==> src/rtl/intr_present_pkg.sv <==
`timescale 1ns/1ps
package intr_present_pkg;

  // Commands sent back to the source controller
  typedef enum logic [1:0] {
    CMD_REJECT = 2'd0,
    CMD_RESEND = 2'd1,
    CMD_EOI    = 2'd2
  } cmd_op_e;

  // Processor-side operations
  typedef enum logic [2:0] {
    OP_SET_CPPR = 3'd0,
    OP_SET_IPI  = 3'd1,
    OP_ACCEPT   = 3'd2,
    OP_EOI      = 3'd3,
    OP_POLL     = 3'd4
  } reg_op_e;

  // Worst case number of commands one operation can generate
  localparam int MAX_CMDS = 3;

endpackage

==> src/rtl/intr_present_cmdq.sv <==
`timescale 1ns/1ps
module intr_present_cmdq
  import intr_present_pkg::*;
#(
  parameter int DEPTH    = 4,
  parameter int SRC_W    = 24,
  parameter int MAX_PUSH = MAX_CMDS,
  localparam int PTR_W   = (DEPTH > 1) ? $clog2(DEPTH) : 1,
  localparam int CNT_W   = $clog2(DEPTH + 1),
  localparam int PN_W    = $clog2(MAX_PUSH + 1)
) (
  input  logic             clk,
  input  logic             rst,
  input  logic [PN_W-1:0]  push_n,
  input  cmd_op_e          push_op  [MAX_PUSH],
  input  logic [SRC_W-1:0] push_src [MAX_PUSH],
  output logic             room,
  input  logic             pop,
  output logic             head_valid,
  output cmd_op_e          head_op,
  output logic [SRC_W-1:0] head_src,
  output logic [CNT_W-1:0] level
);

  cmd_op_e          mem_op  [DEPTH];
  logic [SRC_W-1:0] mem_src [DEPTH];
  logic [PTR_W-1:0] wr_ptr, rd_ptr;
  logic [CNT_W-1:0] count;

  // Storage carries no reset so it can map onto plain memory
  always_ff @(posedge clk) begin
    for (int k = 0; k < MAX_PUSH; k++) begin
      if (k < int'(push_n)) begin
        mem_op [wr_ptr + PTR_W'(k)] <= push_op[k];
        mem_src[wr_ptr + PTR_W'(k)] <= push_src[k];
      end
    end
  end

  always_ff @(posedge clk) begin
    if (rst) begin
      wr_ptr <= '0;
      rd_ptr <= '0;
      count  <= '0;
    end else begin
      wr_ptr <= wr_ptr + PTR_W'(push_n);
      rd_ptr <= rd_ptr + PTR_W'(pop);
      count  <= count + CNT_W'(push_n) - CNT_W'(pop);
    end
  end

  assign room       = (count <= CNT_W'(DEPTH - MAX_PUSH));
  assign head_valid = (count != '0);
  assign head_op    = mem_op[rd_ptr];
  assign head_src   = mem_src[rd_ptr];
  assign level      = count;

endmodule

==> src/rtl/intr_present_state.sv <==
`timescale 1ns/1ps
module intr_present_state
  import intr_present_pkg::*;
#(
  parameter int PRIO_W  = 8,
  parameter int SRC_W   = 24,
  parameter int IPI_SRC = 2,
  localparam int WORD_W = PRIO_W + SRC_W,
  localparam int PN_W   = $clog2(MAX_CMDS + 1)
) (
  input  logic              clk,
  input  logic              rst,
  input  logic              op_fire,
  input  logic [2:0]        op_kind,
  input  logic [WORD_W-1:0] op_data,
  input  logic              dlv_fire,
  input  logic [SRC_W-1:0]  dlv_src,
  input  logic [PRIO_W-1:0] dlv_prio,
  output logic [PN_W-1:0]   push_n,
  output cmd_op_e           push_op  [MAX_CMDS],
  output logic [SRC_W-1:0]  push_src [MAX_CMDS],
  output logic              irq_q,
  output logic [SRC_W-1:0]  src_q,
  output logic [PRIO_W-1:0] pprio_q,
  output logic              rd_valid_q,
  output logic [WORD_W-1:0] rd_status_q,
  output logic [PRIO_W-1:0] rd_ipi_q
);

  localparam logic [PRIO_W-1:0] PRIO_IDLE = '1;
  localparam logic [SRC_W-1:0]  SRC_IPI   = SRC_W'(IPI_SRC);

  logic [PRIO_W-1:0] cppr_q, mfrr_q;
  logic [PRIO_W-1:0] n_cppr, n_pprio, n_mfrr, wr_val;
  logic [SRC_W-1:0]  n_src;
  logic              n_irq, ipi_chk, do_resend, rd_hit;
  logic [PN_W-1:0]   n;
  reg_op_e           kind;

  assign kind   = reg_op_e'(op_kind);
  assign wr_val = op_data[PRIO_W-1:0];

  always_comb begin
    n_cppr    = cppr_q;
    n_src     = src_q;
    n_pprio   = pprio_q;
    n_mfrr    = mfrr_q;
    n_irq     = irq_q;
    ipi_chk   = 1'b0;
    do_resend = 1'b0;
    rd_hit    = 1'b0;
    n         = '0;
    for (int k = 0; k < MAX_CMDS; k++) begin
      push_op[k]  = CMD_REJECT;
      push_src[k] = '0;
    end

    if (op_fire) begin
      unique case (kind)
        OP_SET_CPPR: begin
          n_cppr = wr_val;
          if (wr_val < cppr_q) begin
            // more favoured: may cut off the pending source
            if ((src_q != '0) && (wr_val <= pprio_q)) begin
              push_op[n]  = CMD_REJECT;
              push_src[n] = src_q;
              n           = n + 1'b1;
              n_src       = '0;
              n_pprio     = PRIO_IDLE;
              n_irq       = 1'b0;
            end
          end else begin
            do_resend = 1'b1;
          end
        end
        OP_SET_IPI: begin
          n_mfrr = wr_val;
          if (wr_val < cppr_q) ipi_chk = 1'b1;
        end
        OP_ACCEPT: begin
          rd_hit  = 1'b1;
          n_irq   = 1'b0;
          n_cppr  = pprio_q;
          n_src   = '0;
          n_pprio = PRIO_IDLE;
        end
        OP_EOI: begin
          n_cppr      = op_data[WORD_W-1:SRC_W];
          push_op[n]  = CMD_EOI;
          push_src[n] = op_data[SRC_W-1:0];
          n           = n + 1'b1;
          do_resend   = 1'b1;
        end
        OP_POLL: rd_hit = 1'b1;
        default: ;
      endcase
    end else if (dlv_fire) begin
      if ((dlv_prio >= cppr_q) || ((src_q != '0) && (pprio_q <= dlv_prio))) begin
        push_op[n]  = CMD_REJECT;
        push_src[n] = dlv_src;
        n           = n + 1'b1;
      end else begin
        if (src_q != '0) begin
          push_op[n]  = CMD_REJECT;
          push_src[n] = src_q;
          n           = n + 1'b1;
        end
        n_src   = dlv_src;
        n_pprio = dlv_prio;
        n_irq   = 1'b1;
      end
    end

    // resend sequence: inter-processor check first, then the resend
    if (do_resend && (n_mfrr < n_cppr)) ipi_chk = 1'b1;

    if (ipi_chk && !((n_src != '0) && (n_pprio <= n_mfrr))) begin
      if (n_src != '0) begin
        push_op[n]  = CMD_REJECT;
        push_src[n] = n_src;
        n           = n + 1'b1;
      end
      n_src   = SRC_IPI;
      n_pprio = n_mfrr;
      n_irq   = 1'b1;
    end

    if (do_resend) begin
      push_op[n]  = CMD_RESEND;
      push_src[n] = '0;
      n           = n + 1'b1;
    end
  end

  assign push_n = n;

  always_ff @(posedge clk) begin
    if (rst) begin
      cppr_q      <= '0;
      src_q       <= '0;
      pprio_q     <= PRIO_IDLE;
      mfrr_q      <= PRIO_IDLE;
      irq_q       <= 1'b0;
      rd_valid_q  <= 1'b0;
      rd_status_q <= '0;
      rd_ipi_q    <= '0;
    end else begin
      cppr_q     <= n_cppr;
      src_q      <= n_src;
      pprio_q    <= n_pprio;
      mfrr_q     <= n_mfrr;
      irq_q      <= n_irq;
      rd_valid_q <= rd_hit;
      if (rd_hit) begin
        rd_status_q <= {cppr_q, src_q};
        rd_ipi_q    <= mfrr_q;
      end
    end
  end

endmodule

==> src/rtl/intr_present_unit.sv <==
`timescale 1ns/1ps
module intr_present_unit
  import intr_present_pkg::*;
#(
  parameter int PRIO_W     = 8,
  parameter int SRC_W      = 24,
  parameter int IPI_SRC    = 2,
  parameter int CMDQ_DEPTH = 4,
  localparam int WORD_W    = PRIO_W + SRC_W,
  localparam int CNT_W     = $clog2(CMDQ_DEPTH + 1),
  localparam int PN_W      = $clog2(MAX_CMDS + 1)
) (
  input  logic              clk,
  input  logic              rst,
  input  logic              dlv_valid,
  output logic              dlv_ready,
  input  logic [SRC_W-1:0]  dlv_src,
  input  logic [PRIO_W-1:0] dlv_prio,
  input  logic              op_valid,
  output logic              op_ready,
  input  logic [2:0]        op_kind,
  input  logic [WORD_W-1:0] op_data,
  output logic              rd_valid,
  output logic [WORD_W-1:0] rd_status,
  output logic [PRIO_W-1:0] rd_ipi_prio,
  output logic              irq_out,
  output logic              cmd_valid,
  input  logic              cmd_ready,
  output logic [1:0]        cmd_op,
  output logic [SRC_W-1:0]  cmd_src
);

  logic              room, op_fire, dlv_fire, pop;
  logic [PN_W-1:0]   push_n;
  cmd_op_e           push_op  [MAX_CMDS];
  logic [SRC_W-1:0]  push_src [MAX_CMDS];
  cmd_op_e           head_op;
  logic [SRC_W-1:0]  cur_src;
  logic [PRIO_W-1:0] cur_pprio;
  logic [CNT_W-1:0]  q_level;

  // operations win over deliveries when both are offered
  assign op_ready  = room;
  assign dlv_ready = room && !op_valid;
  assign op_fire   = op_valid && op_ready;
  assign dlv_fire  = dlv_valid && dlv_ready;
  assign pop       = cmd_valid && cmd_ready;
  assign cmd_op    = head_op;

  intr_present_state #(
    .PRIO_W (PRIO_W),
    .SRC_W  (SRC_W),
    .IPI_SRC(IPI_SRC)
  ) u_state (
    .clk        (clk),
    .rst        (rst),
    .op_fire    (op_fire),
    .op_kind    (op_kind),
    .op_data    (op_data),
    .dlv_fire   (dlv_fire),
    .dlv_src    (dlv_src),
    .dlv_prio   (dlv_prio),
    .push_n     (push_n),
    .push_op    (push_op),
    .push_src   (push_src),
    .irq_q      (irq_out),
    .src_q      (cur_src),
    .pprio_q    (cur_pprio),
    .rd_valid_q (rd_valid),
    .rd_status_q(rd_status),
    .rd_ipi_q   (rd_ipi_prio)
  );

  intr_present_cmdq #(
    .DEPTH   (CMDQ_DEPTH),
    .SRC_W   (SRC_W),
    .MAX_PUSH(MAX_CMDS)
  ) u_cmdq (
    .clk       (clk),
    .rst       (rst),
    .push_n    (push_n),
    .push_op   (push_op),
    .push_src  (push_src),
    .room      (room),
    .pop       (pop),
    .head_valid(cmd_valid),
    .head_op   (head_op),
    .head_src  (cmd_src),
    .level     (q_level)
  );

endmodule

==> config.mk <==
export PLATFORM = sky130hd
export DESIGN_NAME = intr_present_unit
export DESIGN_NICKNAME = d
export VERILOG_FILES = /design/src/rtl/intr_present_pkg.sv /design/src/rtl/intr_present_cmdq.sv /design/src/rtl/intr_present_state.sv /design/src/rtl/intr_present_unit.sv
export SDC_FILE = /design/constraint.sdc
export NUM_CORES = 1
export LEC_CHECK = 0
export ABC_AREA = 0
export BUFFER_PORTS_ARGS = -buffer_cell sky130_fd_sc_hd__buf_4
export CORE_ASPECT_RATIO = 1.2
export CORE_MARGIN = 2
export CORE_UTILIZATION = 40
export DETAILED_ROUTE_END_ITERATION = 10
export PLACE_DENSITY = 0.67
export SETUP_SLACK_MARGIN = 0.1
export SLEW_MARGIN = 20
export SYNTH_ARGS = -nofsm -noshare
export SYNTH_HDL_FRONTEND = slang
export SYNTH_SLANG_ARGS = --single-unit
export TNS_END_PERCENT = 30
==> constraint.sdc <==
create_clock -name clk -period 13.6 [get_ports clk]
set_input_delay 2.72 -clock clk [delete_from_list [all_inputs] [get_ports clk]]
set_output_delay 2.72 -clock clk [all_outputs]
set_load 0.02 [all_outputs]
==> impl_results.md <==
- Status: completed
- First-pass iteration count of the detailed router: 6
- DR vias: 11400
- CP top delay family: compound AO/OA/AOI/OAI gates
- CP dominant cell by count: buf_4
- Share of cells above drive strength 1: 24.6%
- IO Count: 143
- Final Hold Vio Count: 0
- Asr flop ratio synth: 0%
- Clock latency at the later pin of the worst-skew pair: 0.53 ns
- DP HPWL: 27.0 mm
- Post-CTS sizing: 0
- Worst Path Max Fanout: 84
- Slew at the pin closest to its max-slew limit: 1.02 ns
- Crit start category: input port
- Synth Area per Inst: 9.39 um2
- Diodes inserted: 0
- Htree depth: 1
- Min Tclk post-route: 9.86 ns
- GR Util met2: 38.0%
- Pwr Total: 0.00219 W
- First-pass GRT wire length: 61.2 mm
- Initial antenna violation count: 0
- Row Count: 71
- DR vias/cell: 6.21
- Period utilisation layout: 72.5%
- Fmax: 101 MHz
- Finished Cell Area: 14600 um2
- Routed len/inst: 21.5 um
- Global route overflow: 0
- WP data arrival: 10.23 ns
- Total track usage: 23.0%
- DIE AREA: 33100 um2
- Cells after Synth: 1349
- Post-Route Setup TNS: 0 ns
- Gr busiest metal: met2
- Nets: 1542
- Post-synth EDFFs: 104
- Number of port buffers: 142
- Placed Area: 13900 um2
- Synthesis-to-finish area growth: 15.7%
- Worst rel slew slack: 32.2%
- CP required: 13.97 ns
- Met1 GRT Util: 30.7%
- Fin. max-slew vios: 0
- CP Buf/Inv Count: 4
- Initial Util: 40.5%
- Syn Nets: 1477
- CTS tree: done
- Root buf cell: clkbuf_16
- Largest cells by area after synthesis: edfxtp_1, dfxtp_1, a21oi_1, a21oi_2, ha_1
- CP Capture Type: register
- Post-CTS Setup Inserts: 0
- Routed Wire Length: 39.4 mm
- Most common cell after layout, fill and taps aside: buf_4
- Main synth FF type: edfxtp_1
- Leakage power: 5.37 nW
- Clock transition at path regs: 0.06 ns
- Largest net degree at the start of global routing: 85
- Worst path slowest cell: a31o_2
- Starting DRT DRC Count: 1165
- Die Ht: 199 um
- CP Class: input port to register
- Yosys warns: 0
- Netlist cell types: 74
- Finish-stage setup viols: 0
- Peak VDD IR: 96.0 uV
- Leading area contributor after synthesis: edfxtp_1
- Hold-fix buffers at CTS: 0
- M3 GR Usage: 4.06%
- Antenna viol nets, final: 0
- CTS Buf Count: 22
- Worst-case clock skew: 0.0236 ns
- Hold Path Class: register to register
- Maximum Capacitance Violations: 0
- Number of global-route vias before repair: 10800
- Core area: 31300 um2
- Commonest non-fill, non-tap cells in the layout: buf_4, a21oi_1, nor2_1, nand2_1, edfxtp_1
- FF+latch count, synth: 201
- Sequential area share after synthesis: 40.0%
- Die width: 166 um
- Mapped cell area: 12700 um2
- Unrepaired setup endpoints after global routing: no
- Placer Congestion: 0.870
- Share of the synthesized area in the top cell type: 24.7%
- Pwr per Cell Area: 150 nW/um2
- DRC: 0
- Sink Count: 201
- CTS max path bufs: 3
- CP max stage delay: 0.80 ns
final cells by class:
class	instances	area, um2
clock inverter	13	178
inverter	52	195
timing repair buffer	167	1250
fill	2961	16600
multi-input combinational	970	6870
sequential	201	5070
clock buffer	27	579
tap	401	502
routing by layer:
layer  share of wire [%]  routed length (um)
met1                  41               16300
met2                  47               18600
met3                 8.2                3240
met4                 3.2                1280
met5                   0                   0
cells in the mapped netlist (21+ instances only):
cell type	instances
dfxtp_1	97
a21oi_1	156
a32oi_1	21
nor2_1	109
nand2_1	106
o21ai_0	40
buf_2	26
a22o_1	23
inv_1	52
edfxtp_1	104
ha_1	55
mux4_2	26
a31oi_1	88
a22oi_1	80
a21oi_2	89
clkbuf_1	80
metrics by stage:
stage	utilization, %	hold slack, ns	setup slack (ns)	std cells
after floorplan	-	0.428	4.24	1349
after global placement	44.4	0.445	3.55	1791
after detailed placement	44.4	0.448	3.34	1791
after CTS	46.8	0.455	3.87	1831
after global routing	46.8	0.479	3.24	1831
final	46.8	0.456	3.74	1831
cell families after synthesis:
family,share of synthesized area [%]
AOI/OAI and AO/OA,30.6
xor gates and xnor gates,0.543
adders and majority gates,5.59
buffers and inverters,6.29
DFF,40.0
muxes,5.78
and+or+nand+nor,11.2
report_power, final:
group          leakage, nW  switching, W  total, W  internal (W)
Combinational         3.23      0.000491  0.000790      0.000299
Clock                0.372      0.000255  0.000636      0.000380
Sequential            1.76     0.0000569  0.000766      0.000709
Total                 5.37      0.000803   0.00219       0.00139
tightest hold or removal path: stages, from the launching register on:
cell	delay [ns]
dfxtp_1	0.31
nand2_1	0.05
a21oi_1	0.05
state kept, by name, summed over array words and instances, names as in the netlist:
register	cells
u_cmdq.mem_src	96
u_cmdq.rd_ptr	2
u_state.rd_ipi_q	8
u_cmdq.mem_op	8
u_state.rd_valid_q	1
u_state.cppr_q	8
u_state.irq_q	1
u_cmdq.level	3
u_state.pprio_q	8
u_cmdq.wr_ptr	2
u_state.rd_status_q	32
u_state.src_q	24
u_state.mfrr_q	8
path summary, 6_finish.rpt:
path	slack, ns	from	to	cells past startpoint
max	3.74	op_data[5]	u_cmdq.mem_src[1][3]$_SDFFCE_PP0P_	27
min	0.46	u_state.mfrr_q[6]$_SDFF_PP1_	u_state.rd_ipi_q[6]$_SDFFE_PP0P_	2
max reg2reg	5.63	u_state.cppr_q[2]$_SDFF_PP0_	u_cmdq.mem_src[1][3]$_SDFFCE_PP0P_	27
min reg2reg	0.46	u_state.mfrr_q[6]$_SDFF_PP1_	u_state.rd_ipi_q[6]$_SDFFE_PP0P_	2
Power figures use the tool's default switching activity.
